[config.mk]
export PLATFORM = sky130hd
export DESIGN_NAME = touch_conv_seq
export DESIGN_NICKNAME = d
export VERILOG_FILES = /design/src/rtl/touch_conv_seq.sv
export SDC_FILE = /design/constraint.sdc
export NUM_CORES = 1
export LEC_CHECK = 0
export BUFFER_PORTS_ARGS = -buffer_cell sky130_fd_sc_hd__clkbuf_2
export CORE_UTILIZATION = 46
export DETAILED_ROUTE_END_ITERATION = 16
export PLACE_DENSITY = 0.82
export SLEW_MARGIN = 10
export SYNTH_ARGS = -nofsm -noshare
export SYNTH_HDL_FRONTEND = slang
export SYNTH_SLANG_ARGS = --single-unit
[constraint.sdc]
create_clock -name clk -period 3 [get_ports clk]
set_clock_uncertainty 0.2 [all_clocks]
set_input_delay 0.3 -clock clk [delete_from_list [all_inputs] [get_ports clk]]
set_output_delay 0.3 -clock clk [all_outputs]
set_load 0.01 [all_outputs]
[src/rtl/touch_conv_seq.sv]
`timescale 1ns/1ps
module touch_conv_seq #(
  parameter int CONV_CYCLES = 64
) (
  input  logic         clk,
  input  logic         rst_n,
  input  logic         pen_down,
  input  logic [191:0] conv_data,
  input  logic         reg_wr,
  input  logic         reg_rd,
  input  logic         reg_page,
  input  logic [3:0]   reg_addr,
  input  logic [15:0]  reg_wdata,
  output logic [15:0]  reg_rdata,
  output logic         pen_irq
);
  localparam int CNT_W = (CONV_CYCLES > 1) ? $clog2(CONV_CYCLES) : 1;

  logic             pen_q, en_q, host_q, busy_q;
  logic [3:0]       nfn_q, fn_q;
  logic [1:0]       nres_q, res_q, pin_fn_q;
  logic [7:0]       filt_q;
  logic [10:0]      dav_q;
  logic [CNT_W-1:0] cnt_q;

  function automatic logic [10:0] fn_mask(input logic [3:0] f);
    case (f)
      4'd1:       fn_mask = 11'h600;
      4'd2:       fn_mask = 11'h780;
      4'd3:       fn_mask = 11'h400;
      4'd4:       fn_mask = 11'h200;
      4'd5:       fn_mask = 11'h180;
      4'd6:       fn_mask = 11'h040;
      4'd7:       fn_mask = 11'h030;
      4'd8, 4'd9: fn_mask = 11'h010;
      4'd10:      fn_mask = 11'h004;
      4'd11:      fn_mask = 11'h070;
      4'd12:      fn_mask = 11'h002;
      default:    fn_mask = 11'h000;
    endcase
  endfunction

  function automatic logic [3:0] res_shift(input logic [1:0] r);
    case (r)
      2'd1:    res_shift = 4'd8;
      2'd2:    res_shift = 4'd6;
      default: res_shift = 4'd4;
    endcase
  endfunction

  wire any_dav = |dav_q;
  wire ctrl_wr = reg_wr && reg_page && (reg_addr == 4'd0);
  wire stat_wr = reg_wr && reg_page && (reg_addr == 4'd1);
  wire data_rd = reg_rd && !reg_page;

  wire runs   = (nfn_q >= 4'd1) && (nfn_q <= 4'd12);
  wire gated  = (nfn_q >= 4'd1) && (nfn_q <= 4'd5);
  wire single = ((nfn_q >= 4'd3) && (nfn_q <= 4'd8)) || (nfn_q == 4'd10) || (nfn_q == 4'd12);
  wire pen_ok = !gated || pen_q;

  wire start    = en_q && !busy_q && runs && pen_ok && !(single && any_dav);
  wire self_off = en_q && single && pen_ok && any_dav;
  wire done     = busy_q && (cnt_q == '0);

  logic [10:0] rd_clr;
  always_comb begin
    rd_clr = '0;
    if (data_rd) begin
      if (reg_addr < 4'd4)
        rd_clr[4'd10 - reg_addr] = 1'b1;
      else if (reg_addr > 4'd4 && reg_addr < 4'd12)
        rd_clr[4'd11 - reg_addr] = 1'b1;
    end
  end

  always_ff @(posedge clk) begin
    if (!rst_n) begin
      pen_q    <= 1'b0;
      en_q     <= 1'b0;
      host_q   <= 1'b0;
      busy_q   <= 1'b0;
      nfn_q    <= '0;
      fn_q     <= '0;
      nres_q   <= '0;
      res_q    <= '0;
      pin_fn_q <= 2'd2;
      filt_q   <= '0;
      dav_q    <= '0;
      cnt_q    <= '0;
    end else begin
      pen_q <= pen_down;
      dav_q <= (dav_q & ~rd_clr) | (done ? fn_mask(fn_q) : 11'h000);
      if (start) begin
        busy_q <= 1'b1;
        cnt_q  <= CNT_W'(CONV_CYCLES - 1);
        fn_q   <= nfn_q;
        res_q  <= nres_q;
      end else if (done) begin
        busy_q <= 1'b0;
      end else if (busy_q) begin
        cnt_q <= cnt_q - 1'b1;
      end
      if (self_off) en_q <= 1'b0;
      if (ctrl_wr) begin
        host_q <= reg_wdata[15];
        en_q   <= !reg_wdata[14];
        nfn_q  <= reg_wdata[13:10];
        nres_q <= reg_wdata[9:8];
        filt_q <= reg_wdata[7:0];
        if (reg_wdata[14]) busy_q <= 1'b0;
      end
      if (stat_wr) pin_fn_q <= reg_wdata[15:14];
    end
  end

  wire [15:0] chan = conv_data[{reg_addr, 4'b0000} +: 16];

  always_comb begin
    if (!reg_page) begin
      if (reg_addr == 4'd4 || reg_addr > 4'd11) reg_rdata = 16'hFFFF;
      else reg_rdata = chan >> res_shift(res_q);
    end else begin
      case (reg_addr)
        4'd0:    reg_rdata = {pen_q, !busy_q, nfn_q, nres_q, filt_q};
        4'd1:    reg_rdata = {pin_fn_q, !en_q, host_q, any_dav, dav_q};
        default: reg_rdata = 16'hFFFF;
      endcase
    end
  end

  always_comb begin
    case (pin_fn_q)
      2'd0:    pen_irq = en_q && pen_q;
      2'd1:    pen_irq = en_q && any_dav;
      default: pen_irq = en_q && pen_q && !any_dav;
    endcase
  end
endmodule

==> results of run 1 <==
[routing by layer]
layer / up-vias / GRT usage [%]
li1: 2232 / -
met1: 2251 / 40.4
met2: 318 / 50.6
met3: 36 / 6.81
met4: 0 / 10.1
met5: - / 0
[synthesized netlist by cell type (all sizes together), types with 10 or more instances]
cell / count / share of area (%)
nand2: 81 / 7.1
mux2i: 27 / 6.7
a221oi: 19 / 4.2
dfxtp: 51 / 24
inv: 13 / 1.1
a21oi: 34 / 4.0
a31oi: 10 / 1.5
mux4: 26 / 14
buf: 27 / 4.3
nor2: 21 / 1.8
clkbuf: 13 / 1.1
mux2: 15 / 4.1
nor3: 13 / 1.5
o21ai: 15 / 1.7
[stage by stage]
| step | total power, W | instance area, sq um | setup slack [ns] | cells |
|---|---|---|---|---|
| floorplan | 0.000968 | 4300 | 0.557 | 494 |
| global placement | 0.00117 | 5320 | 0.225 | 770 |
| detailed placement | 0.00118 | 5320 | 0.146 | 770 |
| CTS | 0.00156 | 5420 | 0.144 | 779 |
| global route | 0.00163 | 5420 | 0.0000837 | 779 |
| finish | 0.00156 | 5420 | 0.136 | 779 |
[path summary, 6_finish.rpt]
path / slack, ns / depth (start not counted) / start / endpoint
worst max-delay path: 0.14 / 8 / reg_addr[0] / reg_rdata[3]
worst max register to register: 0.25 / 9 / dav_q[0] / register
worst min register to register: 0.24 / 2 / register / dav_q[1]
worst min-delay path: 0.005 / 3 / reg_wdata[1] / filt_q[1]
[timing repair]
item                                   in CTS  in global routing
setup endpoints to repair                   0                  1
hold buffers                                1                  0
gates resized for setup                     0                  1
endpoints found under the hold margin       1                  0
[cell type report]
class	count	area (sq um)
Fill cell	778	3470
Multi-Input combinational cell	387	2990
Timing Repair Buffer	209	1130
Sequential cell	51	1020
Tap cell	108	135
Clock buffer	6	72.6
Inverter	16	60.1
Clock inverter	2	12.5
[where the power goes]
group / internal, W / switching, W / total, W
Clock: 0.000163 / 0.000225 / 0.000388
Combinational: 0.000245 / 0.000241 / 0.000486
Sequential: 0.000679 / 0.00000401 / 0.000683
Total: 0.00109 / 0.000469 / 0.00156
[kinds of logic (layout without fill, tap and decap cells)]
family | count (synthesis) | after routing | share of synthesized area (%)
buf+inv | 56 | 233 | 6.87
fa+ha+maj | 6 | 6 | 1.75
xor+xnor | 5 | 5 | 1.02
compound gates | 141 | 141 | 23.5
mux | 68 | 68 | 24.5
flops | 51 | 51 | 23.7
simple gates | 167 | 167 | 18.7
[critical path, stage by stage]
cell and delay, ns:
buf_2 0.26, buf_4 0.34, mux2i_1 0.13, a22oi_1 0.29, and3_1 0.28, a211oi_1 0.10, o31ai_1 0.44, clkbuf_2 0.22
==> impl_metrics.env, run 1 <==
export IMPL_worst_hold_slack_ns=0.00460
export IMPL_dr_wl_met3_um=1710
export IMPL_outcome="complete, no violations"
export IMPL_antenna_cells=0
export IMPL_rsz0062_at_grt="no"
export IMPL_hold_violations=0
export IMPL_core_area_sq_mm=0.00889
export IMPL_syn_area_sq_mm=0.00430
export IMPL_ctsRootBufferMaster="clkbuf_8"
export IMPL_yosysWarnings=0
export IMPL_seq_area_frac_synth_pct=23.7
export IMPL_drt_wl_total_um=14800
export IMPL_synth_seq_cells=51
export IMPL_post_cts_setup_buffers=0
export IMPL_timing_fmax_mhz=349
export IMPL_min_path_type="primary input to register"
export IMPL_cap_violations=0
export IMPL_tightest_slew_ns=0.754
export IMPL_drive_gt1_share_pct=40.5
export IMPL_dp_final_hpwl_um=12100
export IMPL_grt_pass1_vias=4708
export IMPL_syn_nets=718
export IMPL_critPathKind="primary input to primary output"
export IMPL_clkSlewWorstSetupHoldPaths_ns=0.09
export IMPL_synth_flop_cell="dfxtp_1"
export IMPL_gp_congestion=0.931
export IMPL_chipWidth_um=98.7
export IMPL_wire_per_inst_um=19.0
export IMPL_layout_nets=894
export IMPL_synthToLayoutAreaGrowth_pct=26.1
export IMPL_vdd_drop_max_mv=0.304
export IMPL_relSlewSlack_pct=49.3
export IMPL_p_leak_nw=2.39
export IMPL_utilization_pct=61.0
export IMPL_antenna_found_initial=1
export IMPL_wl_met2_um=6900
export IMPL_drt_pass1_iterations=5
export IMPL_fin_crit_ns=2.86
export IMPL_arrival_ns=2.36
export IMPL_port_buffers=186
export IMPL_overflow=0
export IMPL_vias_per_cell=6.21
export IMPL_final_cell_mix="clkbuf_2 (185), nand2_1 (81), dfxtp_1 (51), a21oi_1 (33)"
export IMPL_ys_async_sr_fraction_pct=0
export IMPL_rows=34
export IMPL_setup_viol=0
export IMPL_drc_errors=0
export IMPL_die_h_um=98.7
export IMPL_cts_made_buffers=5
export IMPL_finalMaxSlewViolations=0
export IMPL_crit_path_end_kind="primary output"
export IMPL_ant_nets=0
export IMPL_gr_usage_all_layers_pct=30.9
export IMPL_layout_commonest_cell="clkbuf_2"
export IMPL_startpoint_type="primary input"
export IMPL_wl_met1_um=5810
export IMPL_io_pins=235
export IMPL_setup_tns_ns=0
export IMPL_crit_fanout=19
export IMPL_cts_tree="yes"
export IMPL_synth_edf_count=0
export IMPL_netlist_instances=494
export IMPL_grt_pass1_wl_um=23300
export IMPL_ctsHtreeMaxLevel=2
export IMPL_initial_utilization_pct=48.4
export IMPL_die_area_sq_mm=0.00974
export IMPL_cts_path_max_buffers=2
export IMPL_yosysUniqueCellTypes=67
export IMPL_drt_iter0_markers=453
export IMPL_grt_max_degree=27
export IMPL_vias=4837
export IMPL_top_layer="met4"
export IMPL_avgSynthCellArea_sq_um=8.71
export IMPL_cts_sinks=51
export IMPL_cp_data_required_time_ns=2.50
export IMPL_period_share_pct=95.5
export IMPL_insertion_delay_ns=0.30
export IMPL_p_per_area_mw_per_mm2=287
Power figures use the tool's default switching activity.
==> run 2, diff against run 1 <==
PLACE_DENSITY = unset   (was 0.82)
PLACE_DENSITY_LB_ADDON = 0.15   (was unset)
==> run 2 against run 1 <==
The run now ends with hold timing left. Global-route usage decreased by 0.94 points. Fmax down 0.32%. Clock power rose by 7.7%. Register-to-register slack gained 0.03 ns. Sequential power barely moved. Worst hold slack got worse by 0.0052 ns. Largest cell class unchanged.
==> impl_metrics.env, run 2 (synthesized netlist as in run 1, its figures left out) <==
export IMPL_outcome="complete, but fails checks"
export IMPL_violations="hold timing"
export IMPL_vias_per_cell=6.04
export IMPL_wire_per_inst_um=18.3
export IMPL_worst_hold_slack_ns=-0.000651
export IMPL_rows=34
export IMPL_rsz0062_at_grt="no"
export IMPL_timing_fmax_mhz=348
export IMPL_tightest_slew_ns=0.929
export IMPL_gr_usage_all_layers_pct=29.9
export IMPL_p_per_area_mw_per_mm2=288
export IMPL_core_area_sq_mm=0.00889
export IMPL_cts_path_max_buffers=2
export IMPL_post_cts_setup_buffers=0
export IMPL_die_h_um=98.7
export IMPL_synthToLayoutAreaGrowth_pct=29.4
export IMPL_arrival_ns=2.37
export IMPL_ctsRootBufferMaster="clkbuf_8"
export IMPL_setup_viol=0
export IMPL_layout_nets=910
export IMPL_period_share_pct=95.8
export IMPL_cts_sinks=51
export IMPL_final_cell_mix="clkbuf_2 (184), nand2_1 (81), dfxtp_1 (51), a21oi_1 (33), buf_4 (32)"
export IMPL_drive_gt1_share_pct=41.5
export IMPL_drc_errors=0
export IMPL_relSlewSlack_pct=37.9
export IMPL_hold_violations=1
export IMPL_grt_pass1_wl_um=23000
export IMPL_regArea_sq_mm=0.00102
export IMPL_grt_max_degree=25
export IMPL_antenna_found_initial=0
export IMPL_initial_utilization_pct=48.4
export IMPL_grtUsageMet2_pct=49.2
export IMPL_cap_violations=0
export IMPL_vias=4800
export IMPL_insertion_delay_ns=0.32
export IMPL_layout_commonest_cell="clkbuf_2"
export IMPL_ctsHtreeMaxLevel=2
export IMPL_p_leak_nw=2.46
export IMPL_chipWidth_um=98.7
export IMPL_gp_congestion=0.926
export IMPL_startpoint_type="primary input"
export IMPL_dp_final_hpwl_um=11900
export IMPL_stdcell_count=795
export IMPL_crit_fanout=13
export IMPL_placed_cells=780
export IMPL_finalMaxSlewViolations=0
export IMPL_fin_crit_ns=2.87
export IMPL_grt_met3_usage_pct=7.80
export IMPL_placed_cell_area_sq_mm=0.00538
export IMPL_design_area_sq_mm=0.00557
export IMPL_io_pins=235
export IMPL_cts_tree="yes"
export IMPL_critPathKind="primary input to primary output"
export IMPL_drt_iter0_markers=337
export IMPL_setup_tns_ns=0
export IMPL_ant_nets=0
export IMPL_drt_wl_total_um=14500
export IMPL_cp_data_required_time_ns=2.50
export IMPL_port_buffers=186
export IMPL_cts_made_buffers=5
export IMPL_use_met1_pct=39.3
export IMPL_min_path_type="primary input to register"
export IMPL_power_w=0.00161
export IMPL_overflow=0
export IMPL_vdd_drop_max_mv=0.185
export IMPL_drt_pass1_iterations=5
export IMPL_grt_busiest_layer="met2"
export IMPL_grt_pass1_vias=4655
export IMPL_multiInputGateArea_sq_mm=0.00300
export IMPL_num_fill_cells=816
export IMPL_clkSlewWorstSetupHoldPaths_ns=0.10
export IMPL_antenna_cells=0
export IMPL_die_area_sq_mm=0.00974
export IMPL_crit_path_end_kind="primary output"
[run 2: final timing paths]
path / start / end / slack, ns / cells after the start
max: reg_addr[0] / reg_rdata[6] / 0.13 / 9
max reg2reg: dav_q[0] / register / 0.28 / 9
min: reg_wdata[9] / nres_q[1] / -0.0007 / 3
min reg2reg: register / dav_q[4] / 0.25 / 2
[run 2: power breakdown]
part	leakage, nW	switching [W]	internal [W]
sequential	0.411	0.00000396	0.000679
combinational	2.00	0.000244	0.000260
clock	0.0461	0.000250	0.000169
total	2.46	0.000497	0.00111
[run 2: per-stage QoR]
| stage | setup slack (ns) | utilization, % |
|---|---|---|
| floorplan | 0.557 | - |
| global placement | 0.0425 | 60.6 |
| detailed placement | 0.00124 | 60.6 |
| CTS | 0.106 | 62.3 |
| global route | 0.00599 | 62.6 |
| finish | 0.127 | 62.6 |
[run 2: layer usage]
layer | share of wire, % | vias up
li1 | - | 2260
met1 | 42 | 2267
met2 | 46 | 246
met3 | 11 | 27
met4 | 1.6 | 0
met5 | 0 | -
[run 2: layout make-up]
cell class              instances  share of cell area, %
clock buffers                   5                   1.24
clock inverters                 3                  0.427
inverters                      16                   1.08
multi-input cells             387                   53.9
flip-flops and latches         51                   18.3
well taps                     108                   2.43
repair buffers                225                   22.6
[run 2: worst max-delay path, stage by stage]
cell	delay [ns]
buf_4	0.24
buf_12	0.20
mux4_2	0.50
mux2i_1	0.30
o21ai_1	0.18
o32ai_2	0.29
nor3_2	0.09
buf_4	0.14
clkbuf_2	0.11
[run 2: what timing repair did]
action,4_1_cts,5_1_grt
gates resized for setup,1,5
pin swaps,0,1
hold endpoints to repair,6,1
setup endpoints to repair,1,2
hold buffers,6,1
==> run 3, diff against run 2 <==
CTS_BUF_LIST = sky130_fd_sc_hd__clkbuf_16   (was unset)
==> run 3 against run 2 <==
The run now ends clean. Setup slack got worse by 0.0026 ns. Global-route usage is essentially flat. Clock power rose by 39%. Power up 9.7%. Sequential power hardly changed. Highest routed layer unchanged. Register-to-register slack improved by 0.03 ns. Final cell count decreased by 0.88%. Critical path type unchanged. Fmax is essentially flat.
==> impl_metrics.env, run 3 (synthesized netlist as in run 1, its figures left out) <==
export IMPL_insertion_delay_ns=0.29
export IMPL_design_area_sq_mm=0.00555
export IMPL_synthToLayoutAreaGrowth_pct=29.1
export IMPL_cts_path_max_buffers=2
export IMPL_grt_pass1_vias=4600
export IMPL_tightest_slew_ns=0.910
export IMPL_finalMaxSlewViolations=0
export IMPL_core_area_sq_mm=0.00889
export IMPL_min_path_type="primary input to register"
export IMPL_grt_max_degree=25
export IMPL_rsz0062_at_grt="no"
export IMPL_reg2reg_from="dav_q[0]"
export IMPL_drive_gt1_share_pct=41.9
export IMPL_hp_start="reg_wdata[12]"
export IMPL_vdd_drop_max_mv=0.229
export IMPL_dp_final_hpwl_um=11900
export IMPL_drc_errors=0
export IMPL_hold_path_cell_count=3
export IMPL_reg2regPathDepth=9
export IMPL_cts_made_buffers=5
export IMPL_io_pins=235
export IMPL_startpoint_type="primary input"
export IMPL_cts_sinks=51
export IMPL_setup_viol=0
export IMPL_arrival_ns=2.38
export IMPL_overflow=0
export IMPL_antenna_found_initial=0
export IMPL_chipWidth_um=98.7
export IMPL_drt_iter0_markers=380
export IMPL_min_to="nfn_q[2]"
export IMPL_grt_pass1_wl_um=23000
export IMPL_p_per_area_mw_per_mm2=317
export IMPL_ctsRootBufferMaster="clkbuf_16"
export IMPL_timing_fmax_mhz=348
export IMPL_gp_congestion=0.926
export IMPL_layout_nets=903
export IMPL_crit_path_end_kind="primary output"
export IMPL_drt_pass1_iterations=5
export IMPL_clkSlewWorstSetupHoldPaths_ns=0.07
export IMPL_outcome="complete, no violations"
export IMPL_placed_cell_area_sq_mm=0.00538
export IMPL_cts_tree="yes"
export IMPL_antenna_cells=0
export IMPL_r2r_setup_slack_ns=0.31
export IMPL_initial_utilization_pct=48.4
export IMPL_gr_usage_all_layers_pct=29.9
export IMPL_die_h_um=98.7
export IMPL_rows=34
export IMPL_final_cell_mix="clkbuf_2 (184), nand2_1 (81), dfxtp_1 (51), a21oi_1 (33), buf_4 (32)"
export IMPL_cap_violations=0
export IMPL_hold_violations=0
export IMPL_port_buffers=186
export IMPL_relSlewSlack_pct=39.1
export IMPL_die_area_sq_mm=0.00974
export IMPL_crit_fanout=24
export IMPL_period_share_pct=95.9
export IMPL_placed_cells=780
export IMPL_vias=4761
export IMPL_drt_wl_total_um=14700
export IMPL_ant_nets=0
export IMPL_wire_per_inst_um=18.6
export IMPL_power_w=0.00176
export IMPL_layout_commonest_cell="clkbuf_2"
export IMPL_vias_per_cell=6.04
export IMPL_p_leak_nw=2.46
export IMPL_fin_crit_ns=2.88
export IMPL_ctsHtreeMaxLevel=2
export IMPL_cp_data_required_time_ns=2.50
export IMPL_setup_tns_ns=0
export IMPL_critPathKind="primary input to primary output"
export IMPL_stdcell_count=788
[run 3: cell count changes in the layout (fill, tap and decap cells not counted), sizes merged]
cell,delta
dlygate4sd3,-7
[run 3: critical path, stage by stage]
cell and delay (ns):
buf_2 0.40, buf_4 0.32, nand3b_1 0.22, buf_4 0.18, a221o_1 0.12, o21ai_0 0.12, nor3_1 0.40, buf_4 0.18
clkbuf_2 0.12
[run 3: power by group]
group | internal [W] | switching [W]
Combinational | 0.000255 | 0.000243
Clock | 0.000314 | 0.000267
Sequential | 0.000679 | 0.00000404
Total | 0.00125 | 0.000514
[run 3: stage by stage]
| step | setup slack, ns | hold slack [ns] | utilization, % |
|---|---|---|---|
| 6_report | 0.124 | 0.0203 | 62.4 |
| 5_1_grt | 0.00415 | 0.0287 | 62.4 |
| 4_1_cts | 0.106 | 0.0182 | 62.3 |
| 3_5_place_dp | 0.00124 | 0.231 | 60.6 |
| 3_3_place_gp | 0.0425 | 0.227 | 60.6 |
| 2_1_floorplan | 0.557 | 0.207 | - |
[run 3: worst max path at each step]
stage / start / to / slack, ns
floorplan: nfn_q[0] / register / 0.56
global placement: reg_addr[0] / reg_rdata[6] / 0.04
detailed placement: reg_addr[0] / reg_rdata[6] / 0.001
CTS: reg_addr[1] / reg_rdata[6] / 0.11
global route: reg_addr[0] / reg_rdata[7] / 0.004
finish: reg_addr[1] / reg_rdata[7] / 0.12
[run 3: cell type report]
cell class | count | area (sq um)
tap | 108 | 135
inverter | 16 | 60.1
timing repair buffer | 218 | 1190
fill | 817 | 3340
multi-input combinational | 387 | 3000
clock buffer | 5 | 125
clock inverter | 3 | 23.8
sequential | 51 | 1020
[run 3: what timing repair did]
| item | in CTS | in global routing |
|---|---|---|
| setup buffers | 0 | 0 |
| gates resized for setup | 1 | 5 |
| setup endpoints to repair | 1 | 2 |
| pin swaps | 0 | 1 |
| hold buffers | 0 | 0 |
[run 3: routing by layer]
layer  GRT usage, %  up-vias  part of all wire (%)
met1           39.5     2268                    43
met5              0        -                     0
met3           7.73       20                   9.0
li1               -     2250                     -
met4           5.28        0                   1.2
met2           50.1      223                    46
